### config.mk
export PLATFORM = sky130hd
export DESIGN_NAME = packed_row_scanner
export DESIGN_NICKNAME = d
export VERILOG_FILES = /design/src/rtl/prs_pkg.sv /design/src/rtl/prs_rst_sync.sv /design/src/rtl/prs_hseq.sv /design/src/rtl/prs_vseq.sv /design/src/rtl/prs_shifter.sv /design/src/rtl/packed_row_scanner.sv
export SDC_FILE = /design/constraint.sdc
export NUM_CORES = 1
export LEC_CHECK = 0
export BUFFER_PORTS_ARGS = -buffer_cell sky130_fd_sc_hd__buf_2
export CORE_UTILIZATION = 30
export CTS_CLUSTER_DIAMETER = 30
export DETAILED_ROUTE_END_ITERATION = 10
export HOLD_SLACK_MARGIN = 0.15
export PLACE_DENSITY_LB_ADDON = 0.15
export SLEW_MARGIN = 5
export SYNTH_ARGS = -nofsm -noshare
export SYNTH_HDL_FRONTEND = slang
export SYNTH_SLANG_ARGS = --single-unit
### constraint.sdc
create_clock -name clk -period 6.8 [get_ports clk]
set_input_delay 0.68 -clock clk [delete_from_list [all_inputs] [get_ports clk]]
set_output_delay 0.68 -clock clk [all_outputs]
set_load 0.02 [all_outputs]
### src/rtl/prs_pkg.sv
package prs_pkg;
  typedef enum logic [1:0] {
    H_IDLE = 2'd0,
    H_PRE  = 2'd1,
    H_ACT  = 2'd2
  } hstate_t;
endpackage

### src/rtl/prs_rst_sync.sv
module prs_rst_sync (
  input  logic clk,
  input  logic rst_n,
  output logic rst_sync_n
);
  logic [1:0] sync_q;

  always_ff @(posedge clk or negedge rst_n) begin
    if (!rst_n) begin
      sync_q <= 2'b00;
    end else begin
      sync_q <= {sync_q[0], 1'b1};
    end
  end

  assign rst_sync_n = sync_q[1];
endmodule

### src/rtl/prs_hseq.sv
module prs_hseq
  import prs_pkg::*;
#(
  parameter int ACTIVE_PIX = 128,
  parameter int BYTE_W     = 8
) (
  input  logic clk,
  input  logic rst_n,
  input  logic pix_en,
  input  logic line_start,
  input  logic row_fetch,
  output logic rd_req,
  output logic [$clog2(ACTIVE_PIX/BYTE_W)-1:0] rd_idx,
  output logic load_o,
  output logic row_end_o,
  output logic active_o
);
  localparam int PX_W  = $clog2(ACTIVE_PIX);
  localparam int SUB_W = $clog2(BYTE_W);
  localparam int IDX_W = $clog2(ACTIVE_PIX/BYTE_W);
  localparam logic [PX_W-1:0] LAST_PX = PX_W'(ACTIVE_PIX-1);
  localparam logic [SUB_W-1:0] SUB_LAST = SUB_W'(BYTE_W-1);

  hstate_t st_q, st_n;
  logic [PX_W-1:0] px_q, px_n;
  logic in_act, at_last, at_sub_last;

  assign in_act      = (st_q == H_ACT);
  assign at_last     = (px_q == LAST_PX);
  assign at_sub_last = (px_q[SUB_W-1:0] == SUB_LAST);

  always_comb begin
    st_n = st_q;
    px_n = px_q;
    if (line_start) begin
      st_n = H_PRE;
      px_n = '0;
    end else if (pix_en) begin
      case (st_q)
        H_PRE: begin
          st_n = H_ACT;
          px_n = '0;
        end
        H_ACT: begin
          if (at_last) begin
            st_n = H_IDLE;
            px_n = '0;
          end else begin
            px_n = px_q + PX_W'(1);
          end
        end
        default: begin
          st_n = H_IDLE;
        end
      endcase
    end
  end

  always_ff @(posedge clk or negedge rst_n) begin
    if (!rst_n) begin
      st_q <= H_IDLE;
      px_q <= '0;
    end else begin
      st_q <= st_n;
      px_q <= px_n;
    end
  end

  assign rd_req    = pix_en && row_fetch &&
                     ((st_q == H_PRE) || (in_act && at_sub_last && !at_last));
  assign rd_idx    = (st_q == H_PRE) ? '0
                   : IDX_W'(px_q[PX_W-1:SUB_W]) + IDX_W'(1);
  assign load_o    = pix_en && in_act && (px_q[SUB_W-1:0] == '0);
  assign row_end_o = pix_en && in_act && at_last;
  assign active_o  = in_act;

  // without an enable or a row strobe, the horizontal position stands still
  p_px_hold_r2: assert property (@(posedge clk) disable iff (!rst_n)
    (!pix_en && !line_start) |=> ($stable(px_q) && $stable(st_q)));

  // reads inside the window land only on the last pixel of a byte
  p_fetch_align_r4: assert property (@(posedge clk) disable iff (!rst_n)
    (rd_req && in_act) |-> (px_q[SUB_W-1:0] == SUB_LAST));

  // the pre-fetch slot always leads into the active window
  p_pre_to_act_r2: assert property (@(posedge clk) disable iff (!rst_n)
    (st_q == H_PRE && pix_en && !line_start) |=> (st_q == H_ACT && px_q == '0));
endmodule

### src/rtl/prs_vseq.sv
module prs_vseq #(
  parameter int ADDR_W        = 16,
  parameter int BYTES_PER_ROW = 16,
  parameter int ROWS_PER_LINE = 7,
  parameter int NUM_LINES     = 7,
  parameter int GAP_ROWS      = 1,
  parameter logic [ADDR_W-1:0] BASE_RST = 16'h0C2F
) (
  input  logic              clk,
  input  logic              rst_n,
  input  logic              frame_start,
  input  logic              row_end,
  input  logic              base_we,
  input  logic [ADDR_W-1:0] base_wdata,
  output logic [ADDR_W-1:0] row_addr_o,
  output logic              row_fetch_o
);
  localparam int RIN_W  = (ROWS_PER_LINE > 1) ? $clog2(ROWS_PER_LINE) : 1;
  localparam int LINE_W = $clog2(NUM_LINES + 1);
  localparam int GAP_W  = (GAP_ROWS > 1) ? $clog2(GAP_ROWS) : 1;
  localparam logic [ADDR_W-1:0] STEP     = ADDR_W'(BYTES_PER_ROW);
  localparam logic [RIN_W-1:0]  RIN_LAST = RIN_W'(ROWS_PER_LINE - 1);
  localparam logic [GAP_W-1:0]  GAP_LAST = GAP_W'(GAP_ROWS - 1);
  localparam logic [LINE_W-1:0] LINE_END = LINE_W'(NUM_LINES);
  localparam logic              HAS_GAP  = (GAP_ROWS > 0);

  logic [ADDR_W-1:0] base_q, base_n;
  logic [ADDR_W-1:0] row_addr_q, row_addr_n;
  logic [RIN_W-1:0]  rin_q, rin_n;
  logic [LINE_W-1:0] line_q, line_n;
  logic [GAP_W-1:0]  gcnt_q, gcnt_n;
  logic              in_gap_q, in_gap_n;
  logic              done;

  assign done = (line_q == LINE_END);

  always_comb begin
    base_n     = base_we ? base_wdata : base_q;
    row_addr_n = row_addr_q;
    rin_n      = rin_q;
    line_n     = line_q;
    gcnt_n     = gcnt_q;
    in_gap_n   = in_gap_q;
    if (frame_start) begin
      row_addr_n = base_q;
      rin_n      = '0;
      line_n     = '0;
      gcnt_n     = '0;
      in_gap_n   = 1'b0;
    end else if (row_end && !done) begin
      if (in_gap_q) begin
        if (gcnt_q == GAP_LAST) begin
          in_gap_n = 1'b0;
          gcnt_n   = '0;
        end else begin
          gcnt_n = gcnt_q + GAP_W'(1);
        end
      end else begin
        row_addr_n = row_addr_q + STEP;
        if (rin_q == RIN_LAST) begin
          rin_n    = '0;
          line_n   = line_q + LINE_W'(1);
          in_gap_n = HAS_GAP;
          gcnt_n   = '0;
        end else begin
          rin_n = rin_q + RIN_W'(1);
        end
      end
    end
  end

  always_ff @(posedge clk or negedge rst_n) begin
    if (!rst_n) begin
      base_q     <= BASE_RST;
      row_addr_q <= BASE_RST;
      rin_q      <= '0;
      line_q     <= '0;
      gcnt_q     <= '0;
      in_gap_q   <= 1'b0;
    end else begin
      base_q     <= base_n;
      row_addr_q <= row_addr_n;
      rin_q      <= rin_n;
      line_q     <= line_n;
      gcnt_q     <= gcnt_n;
      in_gap_q   <= in_gap_n;
    end
  end

  assign row_addr_o  = row_addr_q;
  assign row_fetch_o = !in_gap_q && !done;

  // a finished bitmap row moves the address by exactly one stored row
  p_row_step_r5: assert property (@(posedge clk) disable iff (!rst_n)
    (row_end && !done && !in_gap_q && !frame_start) |=>
      (row_addr_q == $past(row_addr_q) + STEP));

  // the row-in-line counter stays within one text line
  p_rin_range_r5: assert property (@(posedge clk) disable iff (!rst_n)
    rin_q <= RIN_LAST);

  // spacing rows never move the RAM address
  p_gap_hold_r6: assert property (@(posedge clk) disable iff (!rst_n)
    (row_end && in_gap_q && !frame_start) |=> (row_addr_q == $past(row_addr_q)));

  // once all lines are shown, the address stays put until a new frame
  p_done_hold_r7: assert property (@(posedge clk) disable iff (!rst_n)
    (done && !frame_start) |=> $stable(row_addr_q));

  // a frame strobe restarts at the stored base, on a bitmap row
  p_frame_restart_r10: assert property (@(posedge clk) disable iff (!rst_n)
    frame_start |=> ((row_addr_q == $past(base_q)) && (rin_q == '0) && row_fetch_o));
endmodule

### src/rtl/prs_shifter.sv
module prs_shifter #(
  parameter int BYTE_W = 8
) (
  input  logic              clk,
  input  logic              rst_n,
  input  logic              pix_en,
  input  logic              line_start,
  input  logic              active,
  input  logic              load,
  input  logic              row_fetch,
  input  logic [BYTE_W-1:0] mem_data,
  output logic              show_fg
);
  logic [BYTE_W-1:0] sh_q, sh_n;
  logic              fg_q, fg_n;

  always_comb begin
    sh_n = sh_q;
    fg_n = fg_q;
    if (line_start) begin
      fg_n = 1'b0;
      sh_n = '0;
    end else if (pix_en) begin
      if (active) begin
        if (load) begin
          fg_n = row_fetch && mem_data[BYTE_W-1];
          sh_n = row_fetch ? {mem_data[BYTE_W-2:0], 1'b0} : '0;
        end else begin
          fg_n = sh_q[BYTE_W-1];
          sh_n = {sh_q[BYTE_W-2:0], 1'b0};
        end
      end else begin
        fg_n = 1'b0;
        sh_n = '0;
      end
    end
  end

  always_ff @(posedge clk or negedge rst_n) begin
    if (!rst_n) begin
      sh_q <= '0;
      fg_q <= 1'b0;
    end else begin
      sh_q <= sh_n;
      fg_q <= fg_n;
    end
  end

  assign show_fg = fg_q;

  // an enable outside the active window always yields background
  p_blank_outside_r8: assert property (@(posedge clk) disable iff (!rst_n)
    (pix_en && !active && !line_start) |=> !show_fg);

  // a non-bitmap row never lights a pixel on a byte load
  p_blank_row_r6: assert property (@(posedge clk) disable iff (!rst_n)
    (load && !row_fetch && !line_start) |=> !show_fg);
endmodule

### src/rtl/packed_row_scanner.sv
module packed_row_scanner #(
  parameter int ADDR_W        = 16,
  parameter int COLOR_W       = 4,
  parameter int BYTE_W        = 8,
  parameter int ACTIVE_PIX    = 128,
  parameter int ROWS_PER_LINE = 7,
  parameter int NUM_LINES     = 7,
  parameter int GAP_ROWS      = 1,
  parameter logic [ADDR_W-1:0] BASE_RST = 16'h0C2F
) (
  input  logic               clk,
  input  logic               rst_n,
  input  logic               pix_en,
  input  logic               line_start,
  input  logic               frame_start,
  input  logic               base_we,
  input  logic [ADDR_W-1:0]  base_wdata,
  input  logic [COLOR_W-1:0] fg_color,
  input  logic [COLOR_W-1:0] bg_color,
  output logic               mem_rd,
  output logic [ADDR_W-1:0]  mem_addr,
  input  logic [BYTE_W-1:0]  mem_data,
  output logic [COLOR_W-1:0] pix_out
);
  localparam int BYTES_PER_ROW = ACTIVE_PIX / BYTE_W;
  localparam int IDX_W         = $clog2(BYTES_PER_ROW);

  logic              rst_i_n;
  logic              row_fetch;
  logic              rd_req;
  logic [IDX_W-1:0]  rd_idx;
  logic              load;
  logic              row_end;
  logic              active;
  logic              show_fg;
  logic [ADDR_W-1:0] row_addr;

  prs_rst_sync u_rst (
    .clk        (clk),
    .rst_n      (rst_n),
    .rst_sync_n (rst_i_n)
  );

  prs_hseq #(
    .ACTIVE_PIX (ACTIVE_PIX),
    .BYTE_W     (BYTE_W)
  ) u_h (
    .clk        (clk),
    .rst_n      (rst_i_n),
    .pix_en     (pix_en),
    .line_start (line_start),
    .row_fetch  (row_fetch),
    .rd_req     (rd_req),
    .rd_idx     (rd_idx),
    .load_o     (load),
    .row_end_o  (row_end),
    .active_o   (active)
  );

  prs_vseq #(
    .ADDR_W        (ADDR_W),
    .BYTES_PER_ROW (BYTES_PER_ROW),
    .ROWS_PER_LINE (ROWS_PER_LINE),
    .NUM_LINES     (NUM_LINES),
    .GAP_ROWS      (GAP_ROWS),
    .BASE_RST      (BASE_RST)
  ) u_v (
    .clk         (clk),
    .rst_n       (rst_i_n),
    .frame_start (frame_start),
    .row_end     (row_end),
    .base_we     (base_we),
    .base_wdata  (base_wdata),
    .row_addr_o  (row_addr),
    .row_fetch_o (row_fetch)
  );

  prs_shifter #(
    .BYTE_W (BYTE_W)
  ) u_s (
    .clk        (clk),
    .rst_n      (rst_i_n),
    .pix_en     (pix_en),
    .line_start (line_start),
    .active     (active),
    .load       (load),
    .row_fetch  (row_fetch),
    .mem_data   (mem_data),
    .show_fg    (show_fg)
  );

  assign mem_rd   = rd_req;
  assign mem_addr = row_addr + ADDR_W'(rd_idx);
  assign pix_out  = show_fg ? fg_color : bg_color;

  // reads only happen in enabled pixel cycles
  p_rd_on_en_r11: assert property (@(posedge clk) disable iff (!rst_i_n)
    mem_rd |-> pix_en);

  // spacing rows and the finished frame issue no reads
  p_no_rd_blank_r6: assert property (@(posedge clk) disable iff (!rst_i_n)
    !row_fetch |-> !mem_rd);
endmodule

==> flow_summary.ini, run 1 <==
[synthesis]
synth-async-reset-ratio_pct = 100
synthCells = 306
synth_top_cell_by_area = dfrtp_1
ys.warnings.count = 0
synth_seq_area_share_pct = 46.1
synth_top_area_cells = dfrtp_1, dfstp_2, mux2_2
number_of_synthesized_flops_with_an_enable_pin = 0
yosys_register_bits = 58
postSynthNetCount = 356
synthDistinctLibCells = 45
synth_area_per_cell_um2 = 10.4
post_synth_instance_area_um2 = 3190
synth_top_area_share_pct = 34.6
synth_flop_cell = dfrtp_1

[placement]
portBuffers = 58
routabilityCongestion = 0.709
hpwlAfterDp_um = 5010

[sta]
slew_viol_final = 0
worstMarginPinSlew_ns = 0.779
max_freq_mhz = 264
hold_slack_ns = 0.193
min_period_ns = 3.79
rsz0062_at_grt = no
timing_hold_violations_final = 0
finalSetupViolations = 0
worst_slew_margin_rel_pct = 47.7
fin_crit_sh_pct = 55.8
total_neg_setup_slack_ns = 0
fin_worst_skew_ns = 0.00868

[worst_setup_path]
path_max_fanout = 7
cp_cell_sequence = nor2b_1 > nor2_1 > ha_1 > fa_1 > a21o_1 > a21oi_1 > nand2b_1 > xnor2_1 > buf_2
required_ns = 6.12
worst_ep_arrival_time_ns = 3.11
cp-end-kind = output pin
worst-setup-path-type = reg2out
slowest_stage = a21oi_1
delay_contributed_by_the_slowest_stage_of_the_critical_path_ns = 0.47
startpoint_type = flip-flop

[floorplan]
die_area_um2 = 11000
placement_rows = 37
fp.dieH_um = 105
dieWidth_um = 105
floorplan.initialDensity_pct = 30.9
placeableCoreArea_um2 = 10300
io_pins = 59

[clock_network]
tritoncts_num_sinks = 58
post_cts_resize_count = 0
number_of_buffers_inserted_during_clock_tree_synthesis = 9
hold_buffers = 1
clockBufferDepth = 2
cts.repair_timing.setup_buffer_count = 0
tritoncts = done
insertion_delay_ns = 0.34
clk_root_buffer_cell = clkbuf_8
clk_pin_slew_ns = 0.07
ctsHtreeMaxLevel = 3

[finish]
drive_above_1_share_pct = 32.6
nNetsFinal = 413
syn2layout_area_growth_pct = 19.7
count_of_filler_cells_inserted_in_the_layout = 1056
postLayoutCoreUtil_pct = 36.9
antenna_cells_inserted = 0

[route]
drt.antenna.violating_nets = 0
post-route-drc-count = 0
drt_iter0_markers = 78
detail_route.wl_per_cell_um = 14.6
routed_via_density = 5.01
detail_route.wirelength_um = 7330
detail_route.first_pass.iterations = 4
via_count = 2524

[flow_run]
drv.max_cap_violation_count = 0

[global_routing]
grt-ovfl-total = 0
globalRouteMet1Util_pct = 18.8
globalRouteTotalUtil_pct = 14.4
global_route.usage.met2_pct = 22.8
grt_start_max_net_pins = 40
grt_pass1_wl_um = 12500
grt-busiest-layer = met2
number_of_global_route_vias_before_repair = 2507
grt_antenna_before_repair = 0
global_route.usage.met3_pct = 4.55

[hold_path]
hold_path.class = reg2async

[pwr]
ir_worst_vdd_v = 0.000115
p_leak_nw = 1.67
power.density_cell_area_nw_per_um2 = 226

[outcome]
status = finished, final reports clean
==> report_power, final <==
group	leakage, nW	switching, W	internal [W]
Clock	0.105	0.000141	0.000187
Sequential	0.713	0.0000243	0.000376
Combinational	0.850	0.0000743	0.0000572
Total	1.67	0.000240	0.000621
==> cell usage after synthesis (2+ instances only) <==
library cell	n
nand3_1	15
a31oi_1	6
nor2b_1	3
dfstp_2	14
xor2_1	7
a2bb2oi_1	7
o21bai_1	2
nor3_1	4
nand2b_1	5
dfrtp_1	44
nor2_1	19
a22oi_1	7
nand4b_1	2
nand4_1	2
o211ai_1	4
ha_1	11
a21oi_1	17
a22o_1	2
nand3_2	2
and3_1	6
o21ai_0	13
inv_1	10
a211o_1	2
nor4b_1	2
xnor2_1	12
nand3b_1	3
nand2_1	17
or4_1	8
a21o_1	2
mux2i_1	2
clkbuf_1	10
o31ai_1	4
or3_1	4
nor3b_1	2
buf_1	2
mux2_2	25
==> metrics by stage <==
stage | setup slack [ns] | cells | area (um2) | power (W)
4_1_cts | 2.99 | 504 | 3810 | 0.000878
3_3_place_gp | 3.46 | 487 | 3590 | 0.000539
2_1_floorplan | 3.76 | 306 | 3190 | 0.000492
6_report | 3.01 | 504 | 3810 | 0.000861
5_1_grt | 2.71 | 504 | 3810 | 0.000911
3_5_place_dp | 3.39 | 487 | 3590 | 0.000540
==> worst max-delay path, delay by kind of cell, from the launching register on <==
kind	cells	cell delay (ns)
compound gates	2	0.66
xor+xnor	1	0.13
fa+ha+maj	2	0.63
buf+inv	1	0.19
flops	1	0.43
simple gates	3	0.75
==> cell type report <==
cell class	instances	area, um2	area share (%)
repair buffers	60	308	8.07
flip-flops and latches	58	1470	38.5
clock inverters	5	52.6	1.38
clock buffers	11	151	3.97
well taps	136	170	4.46
inverters	10	37.5	0.984
multi-input cells	224	1620	42.6
==> path summary, 6_finish.rpt <==
| kind | startpoint | to | slack (ns) | cells past startpoint |
|---|---|---|---|---|
| setup / recovery | u_h.st_q[0] | mem_addr[6] | 3.01 | 9 |
| hold / removal | u_rst.sync_q[1] | u_v.base_q[7] | 0.19 | 0 |
| setup reg to reg | u_v.line_q[0] | u_v.row_addr_o[14] | 4.33 | 6 |
| hold reg to reg | u_rst.sync_q[1] | u_v.base_q[7] | 0.19 | 0 |
| max in group asynchronous | u_rst.sync_q[1] | u_v.row_addr_o[1] | 5.73 | 1 |
| min in group clk | u_rst.sync_q[0] | u_rst.sync_q[1] | 0.35 | 0 |
==> kinds of logic after synthesis <==
logic type,after synthesis,synth area share (%)
compound gates,66,13.4
xor+xnor,19,5.22
fa+ha+maj,12,4.95
buf+inv,24,3.10
flops,58,46.1
mux,27,9.47
other cells,1,0.118
simple gates,99,17.6
==> sequential cells by signal (all words and copies together), names as in the netlist <==
register / count
u_h.px_q: 7
u_h.st_q: 2
u_rst.sync_q: 2
u_s.sh_q: 7
u_s.show_fg: 1
u_v.base_q: 16
u_v.in_gap_q: 1
u_v.line_q: 3
u_v.rin_q: 3
u_v.row_addr_o: 16
==> per-layer routing <==
metal,wire [um],vias up
met5,0,-
met4,33,0
met3,356,2
met2,3420,65
met1,3520,1228
li1,-,1229
==> layout by cell type (no fill, tap or decap), types with 10 or more instances in the layout <==
master / Yosys / final
buf_2: 1 / 58
dfrtp_1: 44 / 43
mux2_2: 25 / 25
nor2_1: 19 / 19
a21oi_1: 17 / 17
nand2_1: 17 / 17
nand3_1: 15 / 15
dfstp_2: 14 / 14
o21ai_0: 13 / 13
xnor2_1: 12 / 12
ha_1: 11 / 11
clkbuf_8: 0 / 11
inv_1: 10 / 10
(Power assumes the default switching activity.)
==> run 2, diff against run 1 <==
==> constraint.sdc (replaced) <==
create_clock -name clk -period 3.2 [get_ports clk]
set_input_delay 0.32 -clock clk [delete_from_list [all_inputs] [get_ports clk]]
set_output_delay 0.32 -clock clk [all_outputs]
set_load 0.02 [all_outputs]
==> run 2 against run 1 <==
Clock skew rose by 0.0041 ns; flip-flop and latch count unchanged; clock power increased by 110%; critical path type unchanged; largest cell class unchanged; largest power group unchanged.
==> flow_summary.ini, run 2 (synthesis results as in run 1) <==
[placement]
portBuffers = 58
hpwlAfterDp_um = 5150
routabilityCongestion = 0.752
place_worst_setup_slack_ns = 0.197
detailed_place.area_um2 = 3620

[worst_setup_path]
cp-end-kind = output pin
worst-setup-path-type = reg2out
slowest_stage = dfrtp_1
required_ns = 2.88
startpoint_type = flip-flop
path_max_fanout = 7
delay_contributed_by_the_slowest_stage_of_the_critical_path_ns = 0.45
cp_cell_sequence = ha_1 > nor2b_1 > fa_1 > a21o_1 > a21oi_4 > nand2b_1 > xnor2_1 > buf_2
critical-path-top-delay-family = adder cells
worst_ep_arrival_time_ns = 2.67
critical_path.n_buffers_inverters = 1

[pwr]
power.density_cell_area_nw_per_um2 = 479
netSwitchingPower_w = 0.000515
power_share_of_the_clock_group_pct = 38.2
ir_worst_vdd_v = 0.000212
p_int_w = 0.00132
p_sw_share_pct = 28.0
p_leak_nw = 1.68
power.share.sequential_pct = 46.5
comb_power_share_pct = 15.3

[floorplan]
io_pins = 59
placeableCoreArea_um2 = 10300
floorplan.initialDensity_pct = 30.9
die_area_um2 = 11000
dieWidth_um = 105
fp.dieH_um = 105
placement_rows = 37

[clock_network]
clockBufferDepth = 2
ctsHtreeMaxLevel = 3
tritoncts = done
number_of_buffers_inserted_during_clock_tree_synthesis = 9
insertion_delay_ns = 0.34
tritoncts_num_sinks = 58
cts.repair_timing.setup_buffer_count = 0
clk_pin_slew_ns = 0.07
clk_root_buffer_cell = clkbuf_8

[finish]
drive_above_1_share_pct = 32.9
post-route-cell-area_um2 = 3840
nNetsFinal = 416
multi_input_area_um2 = 1630
syn2layout_area_growth_pct = 20.5
layout.area.seq_um2 = 1470
count_of_filler_cells_inserted_in_the_layout = 1056
antenna_cells_inserted = 0
layout_common_cells = buf_2, dfrtp_1, mux2_2, nor2_1, nand2_1
mostFrequentLayoutCell = buf_2
postLayoutCoreUtil_pct = 37.2

[route]
detail_route.wl_per_cell_um = 14.6
drt_iter0_markers = 115
via_count = 2524
drt.antenna.violating_nets = 0
routed_via_density = 4.98
post-route-drc-count = 0
detail_route.wirelength_um = 7390
detail_route.first_pass.iterations = 4

[global_routing]
grt-ovfl-total = 0
number_of_global_route_vias_before_repair = 2570
grt_antenna_before_repair = 0
grt_start_max_net_pins = 31
grt_pass1_wl_um = 12600
globalRouteTotalUtil_pct = 14.6

[sta]
total_neg_setup_slack_ns = 0
slew_viol_final = 0
timing_hold_violations_final = 0
fin_worst_skew_ns = 0.0128
finalSetupViolations = 0
fin_crit_sh_pct = 93.5
worst_slack_ns = 0.207
min_period_ns = 2.99
hold_slack_ns = 0.208
worst_slew_margin_rel_pct = 51.7
max_freq_mhz = 334
worstMarginPinSlew_ns = 0.720
rsz0062_at_grt = no

[flow_run]
drv.max_cap_violation_count = 0

[hold_path]
hold_path.class = in2reg

[outcome]
status = finished, final reports clean
## run 2: changes by cell type in the layout (fill, tap and decap cells not counted), sizes merged
cell / previous run / this run
buf: 59 / 62
clkinv: 3 / 2
clkbuf: 11 / 13
clkinvlp: 1 / 0
## run 2: through the flow
step,power (W),instances
6_report,0.00184,507
5_1_grt,0.00194,507
4_1_cts,0.00186,507
3_5_place_dp,0.00115,490
3_3_place_gp,0.00115,490
2_1_floorplan,0.00105,306
## run 2: worst paths after layout
path                       depth (start not counted)  slack (ns)            endpoint       startpoint
setup reg to reg                                   6        0.76  u_v.row_addr_o[14]    u_v.line_q[0]
max in group asynchronous                          1        2.12       u_v.base_q[1]  u_rst.sync_q[1]
min in group asynchronous                          2        0.30     u_rst.sync_q[1]            rst_n
hold reg to reg                                    0        0.31  u_v.row_addr_o[12]  u_rst.sync_q[1]
hold / removal                                     2        0.21      u_v.base_q[10]   base_wdata[10]
setup / recovery                                   8        0.21         mem_addr[6]      u_h.px_q[3]
## run 2: metal layers
| layer | vias up | track usage (%) | wire length [um] |
|---|---|---|---|
| met5 | - | 0 | 0 |
| met4 | 0 | 4.83 | 101 |
| met3 | 9 | 3.49 | 281 |
| met2 | 59 | 23.6 | 3470 |
| met1 | 1230 | 19.2 | 3540 |
| li1 | 1226 | - | - |
## run 2: power by group through the flow
stage / sequential, W / clock [W] / combinational [W]
finish: 0.000856 / 0.000703 / 0.000281
global route: 0.000866 / 0.000757 / 0.000312
CTS: 0.000856 / 0.000721 / 0.000284
detailed placement: 0.000869 / 0 / 0.000281
global placement: 0.000870 / 0 / 0.000278
floorplan: 0.000853 / 0 / 0.000192
## run 2: area by class of cell
type	count	area share, %
Clock buffer	13	4.14
Sequential cell	58	38.3
Timing Repair Buffer	63	8.60
Clock inverter	3	1.04
Tap cell	136	4.43
Inverter	10	0.978
Multi-Input combinational cell	224	42.5
## run 2: timing repair
action / 4_1_cts / 5_1_grt
hold buffers: 1 / 0
gates resized for setup: 2 / 2
endpoints found under the hold margin: 2 / 0
endpoints found under the setup margin: 11 / 6
